[config.mk]
export PLATFORM = sky130hd
export DESIGN_NAME = leaky_loop_filter
export DESIGN_NICKNAME = d
export VERILOG_FILES = /design/src/rtl/llf_pkg.sv /design/src/rtl/llf_step_decode.sv /design/src/rtl/llf_leak.sv /design/src/rtl/llf_sat_update.sv /design/src/rtl/llf_limit_cmp.sv /design/src/rtl/leaky_loop_filter.sv
export SDC_FILE = /design/constraint.sdc
export NUM_CORES = 1
export LEC_CHECK = 0
export BUFFER_PORTS_ARGS = -buffer_cell sky130_fd_sc_hd__buf_2
export CORE_MARGIN = 1.5
export CORE_UTILIZATION = 45
export DETAILED_ROUTE_END_ITERATION = 8
export PLACE_DENSITY = 0.68
export SYNTH_ARGS = -nofsm -noshare
export SYNTH_HDL_FRONTEND = slang
export SYNTH_SLANG_ARGS = --single-unit
[constraint.sdc]
create_clock -name clk -period 9.69 [get_ports clk]
set_input_delay 0.4845 -clock clk [delete_from_list [all_inputs] [get_ports clk]]
set_output_delay 0.4845 -clock clk [all_outputs]
set_load 0.01 [all_outputs]
[src/rtl/llf_pkg.sv]
package llf_pkg;

  typedef enum logic [1:0] {
    STEP_HOLD = 2'd0,
    STEP_INC  = 2'd1,
    STEP_DEC  = 2'd2
  } step_e;

endpackage

[src/rtl/llf_step_decode.sv]
module llf_step_decode
  import llf_pkg::*;
(
  input  logic  up_req,
  input  logic  dn_req,
  output step_e step
);

  always_comb begin
    unique case ({up_req, dn_req})
      2'b10:   step = STEP_INC;
      2'b01:   step = STEP_DEC;
      default: step = STEP_HOLD;
    endcase
  end

endmodule

[src/rtl/llf_leak.sv]
module llf_leak #(
  parameter int W   = 16,
  parameter int SHW = 4
) (
  input  logic [W-1:0]   acc,
  input  logic [SHW-1:0] sh,
  output logic [W-1:0]   leak
);

  logic         neg;
  logic [W:0]   ext;
  logic [W:0]   mag;
  logic [W:0]   shifted;
  logic [W:0]   negated;

  always_comb begin
    neg     = acc[W-1];
    ext     = {acc[W-1], acc};
    mag     = neg ? (~ext + 1'b1) : ext;
    shifted = mag >> sh;
    negated = ~shifted + 1'b1;
    leak    = neg ? negated[W-1:0] : shifted[W-1:0];
  end

endmodule

[src/rtl/llf_sat_update.sv]
module llf_sat_update
  import llf_pkg::*;
#(
  parameter int W = 16
) (
  input  logic [W-1:0] acc,
  input  logic [W-1:0] leak,
  input  step_e        step,
  output logic [W-1:0] nxt
);

  localparam int XW = W + 2;
  localparam logic signed [XW-1:0] MAXV = XW'((1 << (W - 1)) - 1);
  localparam logic signed [XW-1:0] MINV = -XW'(1 << (W - 1));

  logic signed [XW-1:0] acc_x;
  logic signed [XW-1:0] leak_x;
  logic signed [XW-1:0] step_x;
  logic signed [XW-1:0] sum_x;

  always_comb begin
    acc_x  = {{2{acc[W-1]}}, acc};
    leak_x = {{2{leak[W-1]}}, leak};
    unique case (step)
      STEP_INC: step_x = XW'(1);
      STEP_DEC: step_x = -XW'(1);
      default:  step_x = '0;
    endcase
    sum_x = acc_x - leak_x + step_x;
    if (sum_x > MAXV)      nxt = MAXV[W-1:0];
    else if (sum_x < MINV) nxt = MINV[W-1:0];
    else                   nxt = sum_x[W-1:0];
  end

endmodule

[src/rtl/llf_limit_cmp.sv]
module llf_limit_cmp #(
  parameter int W     = 16,
  parameter bit ABOVE = 1'b1
) (
  input  logic [W-1:0] val,
  input  logic [W-1:0] thr,
  output logic         hit
);

  generate
    if (ABOVE) begin : g_above
      assign hit = $signed(val) > $signed(thr);
    end else begin : g_below
      assign hit = $signed(val) < $signed(thr);
    end
  endgenerate

endmodule

[src/rtl/leaky_loop_filter.sv]
module leaky_loop_filter
  import llf_pkg::*;
#(
  parameter int W   = 16,
  parameter int SHW = 4
) (
  input  logic           clk,
  input  logic           rst,
  input  logic           up_req,
  input  logic           dn_req,
  input  logic [SHW-1:0] leak_shift,
  input  logic [W-1:0]   thr_hi,
  input  logic [W-1:0]   thr_lo,
  output logic [W-1:0]   ctrl_word,
  output logic           flag_hi,
  output logic           flag_lo
);

  step_e        step;
  logic [W-1:0] leak;
  logic [W-1:0] acc_nxt;
  logic         hi_nxt;
  logic         lo_nxt;
  logic [W-1:0] acc_q;
  logic         hi_q;
  logic         lo_q;

  llf_step_decode u_dec (
    .up_req (up_req),
    .dn_req (dn_req),
    .step   (step)
  );

  llf_leak #(.W(W), .SHW(SHW)) u_leak (
    .acc  (acc_q),
    .sh   (leak_shift),
    .leak (leak)
  );

  llf_sat_update #(.W(W)) u_upd (
    .acc  (acc_q),
    .leak (leak),
    .step (step),
    .nxt  (acc_nxt)
  );

  llf_limit_cmp #(.W(W), .ABOVE(1'b1)) u_cmp_hi (
    .val (acc_nxt),
    .thr (thr_hi),
    .hit (hi_nxt)
  );

  llf_limit_cmp #(.W(W), .ABOVE(1'b0)) u_cmp_lo (
    .val (acc_nxt),
    .thr (thr_lo),
    .hit (lo_nxt)
  );

  always_ff @(posedge clk) begin
    if (rst) begin
      acc_q <= '0;
      hi_q  <= 1'b0;
      lo_q  <= 1'b0;
    end else begin
      acc_q <= acc_nxt;
      hi_q  <= hi_nxt;
      lo_q  <= lo_nxt;
    end
  end

  assign ctrl_word = acc_q;
  assign flag_hi   = hi_q;
  assign flag_lo   = lo_q;

endmodule

## Word-level counts from Yosys, hierarchy flattened

Index checks and enable logic that the tools add are counted.

- Register bits: 18

- Bitwise operators: 2
- Magnitude comparators: 4
- Mux-type cells: 6
- Eq/ne operators: 4
- $add $sub $neg: 4
- Shifts and indexed selects: 1

Operators by type and width:

| operator | count |
|---|---|
| two-way mux 16 bit | 3 |
| case mux 18 bit (2 select lines) | 1 |
| adder 18 bit | 1 |
| greater-than comparator 18 x 16 -> 1 bit (second input constant) | 1 |
| < comparator 18 x 16 -> 1 bit (second input constant) | 1 |
| adder 17 x 1 -> 17 bit (second input constant) | 1 |
| two-way mux 17 bit | 1 |
| inverter 17 bit | 1 |
| >> shifter 17 x 4 -> 16 bit | 1 |
| subtractor 16 x 16 -> 17 bit | 1 |
| adder 16 x 1 -> 16 bit (second input constant) | 1 |
| greater-than comparator 16 bit | 1 |
| < comparator 16 bit | 1 |
| inverter 16 bit | 1 |
| == test 2 x 1 -> 1 bit (second input constant) | 2 |
| == test 2 bit (second input constant) | 2 |
| case mux 2 bit (2 select lines) | 1 |

## Longest topological paths before layout

Gate-level depths: netlist (run 1).

- Depth in word-level cells: 13
- Mapped depth: 45
- Mapped depth without buffers: 42

## Hierarchy

Synthesis (run 1) repeated with hierarchy kept, for this count alone.

- Cell total of the unflattened synthesis: 671
- Area total of the unflattened synthesis: 4909.7 um^2

Modules (own cells, without submodules):

| module | area each (um^2) | seq. area each (um^2) | instances | cells each |
|---|---|---|---|---|
| llf_leak | 2025.7 | 0.0 | 1 | 307 |
| llf_sat_update | 1582.8 | 0.0 | 1 | 217 |
| leaky_loop_filter | 489.2 | 360.3 | 1 | 37 |
| llf_limit_cmp (u_cmp_hi) | 416.6 | 0.0 | 1 | 58 |
| llf_limit_cmp (u_cmp_lo) | 380.4 | 0.0 | 1 | 50 |
| llf_step_decode | 15.0 | 0.0 | 1 | 2 |

## Least setup slack after synthesis (run 1)

OpenSTA, ideal clock, no wires.

- Kind: reg-to-reg
- Start: register acc_q[1], in the netlist ctrl_word[1]
- End: register hi_q, in the netlist flag_hi
- Slack: 0.780 ns
- Library setup time: 0.115 ns
- Period minus slack after synthesis: 8.910 ns
- Data arrival time: 8.796 ns
- Cell stages (with the launch flop): 43
- Cells stage by stage: dfxtp_1 -> clkbuf_1 -> inv_1 -> ha_1 -> or3b_1 -> buf_6 -> o31ai_4 -> xor2_1 -> mux4_2 -> a22oi_1 -> mux2i_1 -> ha_1 -> o21ai_0 -> fa_1 -> a21o_1 -> a21oi_1 -> o21bai_1 -> a21oi_1 -> (+7 left out) -> and3_1 -> a221o_1 -> a31oi_1 -> xnor2_1 -> a221oi_2 -> clkbuf_1 -> a21o_1 -> ha_1 -> nor2b_1 -> o21a_1 -> o21a_1 -> o21a_1 -> o21a_1 -> o21a_1 -> o21a_1 -> o21ai_0 -> a21boi_0 -> o21a_1

- Word-level cells in the longest chain between the ends: 13
- Elaborated cells on any way between the ends: 14

RTL lines:

| item | RTL line | source |
|---|---|---|
| start, declared | leaky_loop_filter.sv:24 | `logic [W-1:0] acc_q;` |
| start signal, assigned | leaky_loop_filter.sv:65 | `acc_q <= acc_nxt;` |
| inverter 17 bit | llf_leak.sv:19 | `mag = neg ? (~ext + 1'b1) : ext;` |
| adder 17 x 1 -> 17 bit | llf_leak.sv:19 |  |
| two-way mux 17 bit | llf_leak.sv:19 |  |
| >> shifter 17 x 4 -> 16 bit | llf_leak.sv:20 | `shifted = mag >> sh;` |
| inverter 16 bit | llf_leak.sv:21 | `negated = ~shifted + 1'b1;` |
| adder 16 x 1 -> 16 bit | llf_leak.sv:21 |  |
| two-way mux 16 bit | llf_leak.sv:22 | `leak = neg ? negated[W-1:0] : shifted[W-1:0];` |
| subtractor 16 x 16 -> 17 bit (*) | llf_sat_update.sv:29 | `sum_x = acc_x - leak_x + step_x;` |
| adder 18 bit (*) | llf_sat_update.sv:29 |  |
| < comparator 18 x 16 -> 1 bit | llf_sat_update.sv:31 | `else if (sum_x < MINV) nxt = MINV[W-1:0];` |
| two-way mux 16 bit | llf_sat_update.sv:31 |  |
| two-way mux 16 bit (*) | llf_sat_update.sv:30 | `if (sum_x > MAXV) nxt = MAXV[W-1:0];` |
| net acc_nxt[1] | leaky_loop_filter.sv:21 | `logic [W-1:0] acc_nxt;` |
| greater-than comparator 16 bit (*) | llf_limit_cmp.sv:12 | `assign hit = $signed(val) > $signed(thr);` |
| end signal, assigned | leaky_loop_filter.sv:66 | `hi_q <= hi_nxt;` |
| end, declared | leaky_loop_filter.sv:25 | `logic hi_q;` |

Mark *: on every way through the listed nets, which the timed path passes. The rest lies on a longest branch.
A chain may end at the register's enable or synchronous reset.

## Worst setup path after layout (run 1)

- Start: register acc_q[0], in the netlist ctrl_word[0]
- End: register hi_q, in the netlist flag_hi

Same word-level chain as after synthesis.

==> impl_metrics.ini, run 1 <==
[final_layout]
antenna_cells = 0
area_growth_pct = 11.3
drive_gt1_share_pct = 18.6
final_core_util_pct = 51.2
final_net_count = 818
finalNonFillerCells = 849
final_area_sq_mm = 0.00553

[worst_setup_path]
cpPeakStageDelay_ns = 0.49
crit_path_max_fanout = 9
start_kind = flip-flop
crit_family = compound AO/OA/AOI/OAI gates
critical_path_arrival_ns = 9.22
crit_required_ns = 9.85
path_class = flip-flop to flip-flop
cp_num_buf_inv = 1
crit_path_top_delay_cell = mux4_2
r2r_end = flag_hi
ff2ff_setup_slack_ns = 0.63
path_depth = 39
r2r_cells = 39
path_common_cell = o21a_1
setup.worst_path.end_class = flip-flop
reg2reg_from = ctrl_word[0]

[logic_synthesis]
syn_nets = 769
seq_area_frac_synth_pct = 7.25
synth.area.top_cells = ha_1, dfxtp_1, inv_1, a21o_1, nor2b_1
synth_edf_count = 0
synth.most_common_cell = ha_1
synth.avg_cell_area_sq_um = 7.51
synthArstFlopShare_pct = 0
yosys-top-cells-count = ha_1, inv_1, nor2_1, a21oi_1, nor2b_1
synthesis.area_sq_mm = 0.00497
synthCells = 661
synth_top_area_cell = ha_1
yosysTopAreaCellShare_pct = 16.6
synth-seq-cells = 18
yosysWarnings = 0
synth_cell_types = 89
synth_top_flop_cell = dfxtp_1

[clock_network]
h-tree-depth = 1
cts_buffer_depth = 2
cts_root_buf = clkbuf_8
cts_tree = yes
clkLatencyLatePin_ns = 0.26
clkSlewWorstSetupHoldPaths_ns = 0.08
cts.sink_count = 18
numCtsBuffers = 3

[die]
num_rows = 38
initial_utilization_pct = 46.0
fp.coreArea_sq_mm = 0.0108
die_h_um = 108
die-area_sq_mm = 0.0117
dieWidth_um = 108
ios = 58

[place]
port_buffers = 57
place_hpwl_mm = 12.0
place.gp.congestion = 0.913
dp_cells = 845
post_dp_cell_area_sq_mm = 0.00539

[drt]
ant_nets = 0
avgRoutedWirePerCell_um = 17.7
first_pass_iters = 7
via_per_inst = 6.12
drt-initial-drc-count = 258
vias = 5198
routed_wl_mm = 15.0
post-route-drc-count = 0

[grt]
grt_pass1_wl_mm = 24.6
track_usage_pct = 25.9
grt_pass1_vias = 5125
grt_start_max_net_pins = 32
antenna_found_initial = 0
overflow = 0

[worst_hold_path]
min_path_type = input pin to flip-flop
worstHoldStart = rst
holdPathStages = 2
whs_endpoint = ctrl_word[7]

[sta]
finalMaxSlewViolations = 0
hold_viol_final = 0
period_minus_slack_ns = 9.06
relSlewSlack_pct = 50.5
setup-violations-final = 0
clock_skew_ns = 0.00771
tightest_slew_ns = 0.740
fin_crit_sh_pct = 93.4
fmax_mhz = 110

[run]
drv_cap = 0

[outcome]
status = finished, final reports clean
-- how the worst max path moves through the flow --
stage,startpoint,to,slack (ns)
after detailed placement,ctrl_word[1],flag_hi,0.01
final,ctrl_word[0],flag_hi,0.63
after floorplan,ctrl_word[1],flag_hi,0.78
after CTS,ctrl_word[1],flag_hi,0.15
after global routing,ctrl_word[0],flag_hi,-0.01
after global placement,ctrl_word[1],flag_hi,0.23
-- area by class of cell --
cell class	instances	area [sq um]
fillers	1085	5270
multi-input cells	547	4260
repair buffers	79	450
flip-flops and latches	18	362
inverters	61	229
well taps	140	175
clock buffers	4	55.1
-- per-layer routing --
metal / track usage [%] / wire length [um] / vias to the layer above
met5: 0 / 0 / -
met3: 1.99 / 753 / 32
met1: 31.6 / 6490 / 2431
met4: 9.40 / 497 / 0
li1: - / - / 2567
met2: 47.3 / 7290 / 168
-- state kept, by name, summed over array words and instances (netlist names) --
name / count
flag_lo: 1
flag_hi: 1
ctrl_word: 16
-- cells by family after synthesis --
logic type                 after synthesis  synth area share [%]
DFF                                     18                  7.25
AOI/OAI and AO/OA                      219                  33.0
muxes                                   13                  2.95
xor gates and xnor gates                39                  6.88
adders and majority gates               68                  17.4
buffers and inverters                   96                  8.74
and+or+nand+nor                        208                  23.7
-- timing repair --
item / 4_1_cts / 5_1_grt
setup endpoints to repair: 1 / 2
gates resized for setup: 1 / 19
pin swaps: 0 / 2
buffers inserted: 0 / 0
hold buffers: 0 / 0
-- stage by stage --
stage                     setup WS [ns]  hold slack [ns]  setup TNS [ns]
after global routing            -0.0120            0.636         -0.0120
final                             0.635            0.628               0
after floorplan                   0.780            0.789               0
after detailed placement         0.0143            0.888               0
after global placement            0.233            0.882               0
after CTS                         0.145            0.620               0
-- cells in the final DEF, fill, tap and decap left out, drive strengths merged, types with 5 or more instances in the layout --
cell type,n
a31oi,9
o32ai,6
inv,61
nand2b,16
a211o,5
nor2,44
xnor2,21
a2111oi,6
or4,5
nor2b,32
and3,7
and2,6
xor2,18
o21a,17
a21o,28
nand4,8
buf,79
a21oi,39
ha,66
o21ai,24
nor3,17
o211ai,5
nor4,8
nand2,31
or3,9
a211oi,12
a311oi,6
dfxtp,18
nand3,10
mux2i,9
Power of run 1 is left out: the tool's default activity adds up to more than one toggle a clock period on the data nets, which glitch-free logic cannot reach.
==> run 2, diff against run 1 <==
--- a/config.mk
+++ b/config.mk
@@ -7,9 +7,10 @@
 export LEC_CHECK = 0
 export BUFFER_PORTS_ARGS = -buffer_cell sky130_fd_sc_hd__buf_2
 export CORE_MARGIN = 1.5
-export CORE_UTILIZATION = 45
+export CORE_UTILIZATION = 40
 export DETAILED_ROUTE_END_ITERATION = 8
-export PLACE_DENSITY = 0.68
+export PLACE_DENSITY = 0.62
 export SYNTH_ARGS = -nofsm -noshare
 export SYNTH_HDL_FRONTEND = slang
+export SYNTH_HIERARCHICAL = 1
 export SYNTH_SLANG_ARGS = --single-unit
==> impl_metrics.ini, run 2 <==
[logic_synthesis]
synth.avg_cell_area_sq_um = 7.32
synth_top_flop_cell = dfxtp_1
synthSimpleGateAreaFrac_pct = 25.2
synth-seq-cells = 18
yosys-top-cells-count = inv_1, a21oi_1, ha_1, nor2_1, nand2_1
synth_compound_area_share_pct = 29.5
synth_top_family_by_area = compound AO/OA/AOI/OAI gates
seq_area_frac_synth_pct = 7.34
synth_edf_count = 0
synth_top_area_cell = ha_1
yosysWarnings = 6
synthCells = 671
synth.area.top_cells = ha_1, inv_1, dfxtp_1, fa_1, a21oi_1
syn_nets = 779
synthArstFlopShare_pct = 0
yosysTopAreaCellShare_pct = 13.3
synth_cell_types = 91
synth_xor_area_share_pct = 5.50
yosys.area_share.adder_pct = 19.8
synth.area.mux_share_pct = 2.04
synth.most_common_cell = inv_1
synthesis.area_sq_mm = 0.00491

[clock_network]
cts_buffer_depth = 2
clkSlewWorstSetupHoldPaths_ns = 0.06
h-tree-depth = 1
clkLatencyLatePin_ns = 0.25
cts-resized-gates = 0
cts_root_buf = clkbuf_16
cts_tree = yes
numCtsBuffers = 3
cts.sink_count = 18
hold_buffers = 0
cts_setup_buffers = 0

[sta]
finalMaxSlewViolations = 0
hold_viol_final = 0
setup-violations-final = 0
tightest_slew_ns = 0.770
setup_tns_ns = 0
hold_ws_ns = 0.609
rsz0062_at_grt = no
fin_crit_sh_pct = 91.3
fmax_mhz = 113
clock_skew_ns = 0.00411
relSlewSlack_pct = 48.7
period_minus_slack_ns = 8.85

[drt]
avgRoutedWirePerCell_um = 18.2
drt-initial-drc-count = 603
ant_nets = 0
vias = 5201
via_per_inst = 6.12
first_pass_iters = 5
post-route-drc-count = 0
routed_wl_mm = 15.5

[worst_setup_path]
crit_path_max_fanout = 42
cp_num_buf_inv = 4
path_common_cell = a21oi_1
critical_path_arrival_ns = 8.99
reg2reg_from = ctrl_word[15]
crit_start = ctrl_word[15]
r2r_cells = 29
ff2ff_setup_slack_ns = 0.84
path_depth = 29
crit_end = flag_lo
start_kind = flip-flop
crit_path_top_delay_cell = nor3_2
setup.worst_path.end_class = flip-flop
cpPeakStageDelay_ns = 0.61
crit_required_ns = 9.84
r2r_end = flag_lo
crit_family = compound AO/OA/AOI/OAI gates
path_class = flip-flop to flip-flop

[die]
dieWidth_um = 114
num_rows = 40
die-area_sq_mm = 0.0129
die_h_um = 114
fp.coreArea_sq_mm = 0.0120
ios = 58
initial_utilization_pct = 40.9

[grt]
antenna_found_initial = 0
overflow = 0
track_usage_pct = 23.6
grt_pass1_wl_mm = 24.8
grt_pass1_vias = 4944
grt_start_max_net_pins = 43

[final_layout]
mostFrequentLayoutCells = inv_1, buf_2, a21oi_1
finalNonFillerCells = 850
area_growth_pct = 8.66
final_area_sq_mm = 0.00534
final_common_cell = inv_1
drive_gt1_share_pct = 14.7
antenna_cells = 0
largest_register_ffs = 16
final_net_count = 812

[place]
post_dp_cell_area_sq_mm = 0.00525
dp_cells = 846
port_buffers = 57
place.gp.congestion = 0.947
place_hpwl_mm = 12.3

[outcome]
status = finished, final reports clean

[worst_hold_path]
min_path_type = input pin to flip-flop
holdPathStages = 2

[run]
drv_cap = 0
run 2: cell count changes in the layout (fill, tap and decap cells not counted), sizes merged, moves of 8 or more:
cell	delta
a21o	-16
a21oi	+18
and2b	+8
buf	-19
fa	+14
ha	-14
inv	+36
nand2b	-9
nor2b	-13
o21a	-9
run 2: cell type report:
type                       count  area (sq um)
fill                        1264          6680
multi-input combinational    522          4020
inverter                      99           372
sequential                    18           360
timing repair buffer          60           308
tap                          147           184
clock buffer                   4          88.8
run 2: cells by family (layout without fill, tap and decap cells):
logic type,Yosys count,after routing
AOI/OAI and AO/OA,204,204
xor gates and xnor gates,30,30
adders and majority gates,68,68
buffers and inverters,131,163
DFF,18,18
muxes,8,8
and+or+nand+nor,212,212
run 2: how the worst min path moves through the flow:
stage	endpoint	slack, ns	start
after global routing	ctrl_word[14]	0.63	rst
after CTS	ctrl_word[5]	0.61	rst
after global placement	ctrl_word[14]	0.85	rst
after floorplan	ctrl_word[13]	0.56	rst
final	ctrl_word[5]	0.61	rst
after detailed placement	ctrl_word[5]	0.86	rst
run 2: per-layer routing:
metal  up-vias  wire length, um  global-route usage (%)
met5         -                0                       0
met4         0              571                    9.75
met3        39              839                    1.43
met2       232             7540                    40.5
met1      2443             6550                    30.8
li1       2487                -                       -
run 2: stage by stage:
| stage | utilization (%) | setup WS (ns) |
|---|---|---|
| floorplan | - | 2.27 |
| global placement | 43.7 | 1.31 |
| detailed placement | 43.7 | 1.05 |
| CTS | 44.4 | 0.992 |
| global route | 44.4 | 0.204 |
| finish | 44.4 | 0.842 |
Power of run 2 is left out for the same reason.
==> run 3, diff against run 2 <==
--- a/config.mk
+++ b/config.mk
@@ -6,6 +6,7 @@
 export NUM_CORES = 1
 export LEC_CHECK = 0
 export BUFFER_PORTS_ARGS = -buffer_cell sky130_fd_sc_hd__buf_2
+export CORE_ASPECT_RATIO = 1.75
 export CORE_MARGIN = 1.5
 export CORE_UTILIZATION = 40
 export DETAILED_ROUTE_END_ITERATION = 8
==> impl_metrics.ini, run 3 (same netlist as run 2, synthesis figures left out) <==
[run]
drv_cap = 0

[worst_setup_path]
path_class = flip-flop to flip-flop
crit_required_ns = 9.84
critical_path_arrival_ns = 9.05
crit_path_max_fanout = 13
path_common_cell = ha_1
crit_path_top_delay_cell = a21oi_1
cpPeakStageDelay_ns = 0.68
setup.worst_path.end_class = flip-flop
start_kind = flip-flop

[drt]
avgRoutedWirePerCell_um = 18.6
first_pass_iters = 5
via_per_inst = 6.00
ant_nets = 0
drt-initial-drc-count = 309
routed_wl_mm = 16.3
vias = 5241
post-route-drc-count = 0

[die]
initial_utilization_pct = 40.9
die-area_sq_mm = 0.0130
dieWidth_um = 86.8
ios = 58
num_rows = 53
die_h_um = 150
fp.coreArea_sq_mm = 0.0120

[grt]
track_usage_pct = 25.7
antenna_found_initial = 0
overflow = 0
use_met2_pct = 49.1
busiest_layer = met2
grt_pass1_wl_mm = 26.2
met3_usage_pct = 2.32
grt_start_max_net_pins = 32
gr-usage-met1_pct = 25.3
grt_pass1_vias = 5357

[clock_network]
cts_buffer_depth = 2
clkSlewWorstSetupHoldPaths_ns = 0.05
cts-resized-gates = 0
cts.sink_count = 18
cts_root_buf = clkbuf_16
h-tree-depth = 1
hold_buffers = 0
clkLatencyLatePin_ns = 0.26
cts_tree = yes
cts_setup_buffers = 0
numCtsBuffers = 3

[sta]
relSlewSlack_pct = 42.2
hold_viol_final = 0
fmax_mhz = 112
period_minus_slack_ns = 8.90
setup-violations-final = 0
fin_crit_sh_pct = 91.9
rsz0062_at_grt = no
tightest_slew_ns = 0.867
setup_tns_ns = 0
clock_skew_ns = 0.00222
finalMaxSlewViolations = 0

[final_layout]
final_net_count = 819
area_growth_pct = 9.91
final_common_cell = inv_1
antenna_cells = 0
mostFrequentLayoutCells = inv_1, buf_2, a21oi_1
largest_register_ffs = 16
drive_gt1_share_pct = 15.4

[place]
port_buffers = 57
place.gp.congestion = 0.995
place_hpwl_mm = 13.4

[worst_hold_path]
min_path_type = input pin to flip-flop

[outcome]
status = finished, final reports clean
## run 3: changes by cell type in the layout (fill, tap and decap cells not counted), sizes merged
cell	change
buf	+7
clkbuf	-1
## run 3: final cells by class
type / instances / area, sq um
Clock buffer: 3 / 75.1
Sequential cell: 18 / 360
Multi-Input combinational cell: 522 / 4020
Tap cell: 165 / 206
Fill cell: 1258 / 6610
Timing Repair Buffer: 67 / 360
Inverter: 99 / 372
## run 3: critical path: cells and delay by family (launching register included)
| family | cells | cell delay [ns] |
|---|---|---|
| compound gates | 12 | 4.20 |
| simple gates | 8 | 1.58 |
| fa+ha+maj | 5 | 1.79 |
| buf+inv | 5 | 0.56 |
| xor+xnor | 1 | 0.14 |
| flops | 1 | 0.48 |
## run 3: worst paths after layout
| check | start | endpoint | slack, ns | cells past startpoint |
|---|---|---|---|---|
| max | ctrl_word[0] | flag_lo | 0.79 | 31 |
| max reg2reg | ctrl_word[0] | flag_lo | 0.79 | 31 |
| min | rst | ctrl_word[14] | 0.60 | 2 |
| min reg2reg | ctrl_word[0] | ctrl_word[0] | 1.10 | 4 |
## run 3: stage by stage
stage	utilization (%)	hold WS, ns	cells	instance area (sq um)	setup WS (ns)
after detailed placement	44.3	0.865	871	5320	0.929
after CTS	45.0	0.602	874	5400	0.887
after floorplan	-	0.556	671	4910	2.27
after global placement	44.3	0.867	871	5320	1.13
final	45.0	0.600	874	5400	0.785
after global routing	45.0	0.622	874	5400	0.121
## run 3: per-layer routing
layer / up-vias / share of wire, %
met3: 71 / 3.3
li1: 2507 / -
met5: - / 0
met4: 0 / 7.1
met2: 189 / 54
met1: 2474 / 35
Power of run 3 is left out for the same reason.
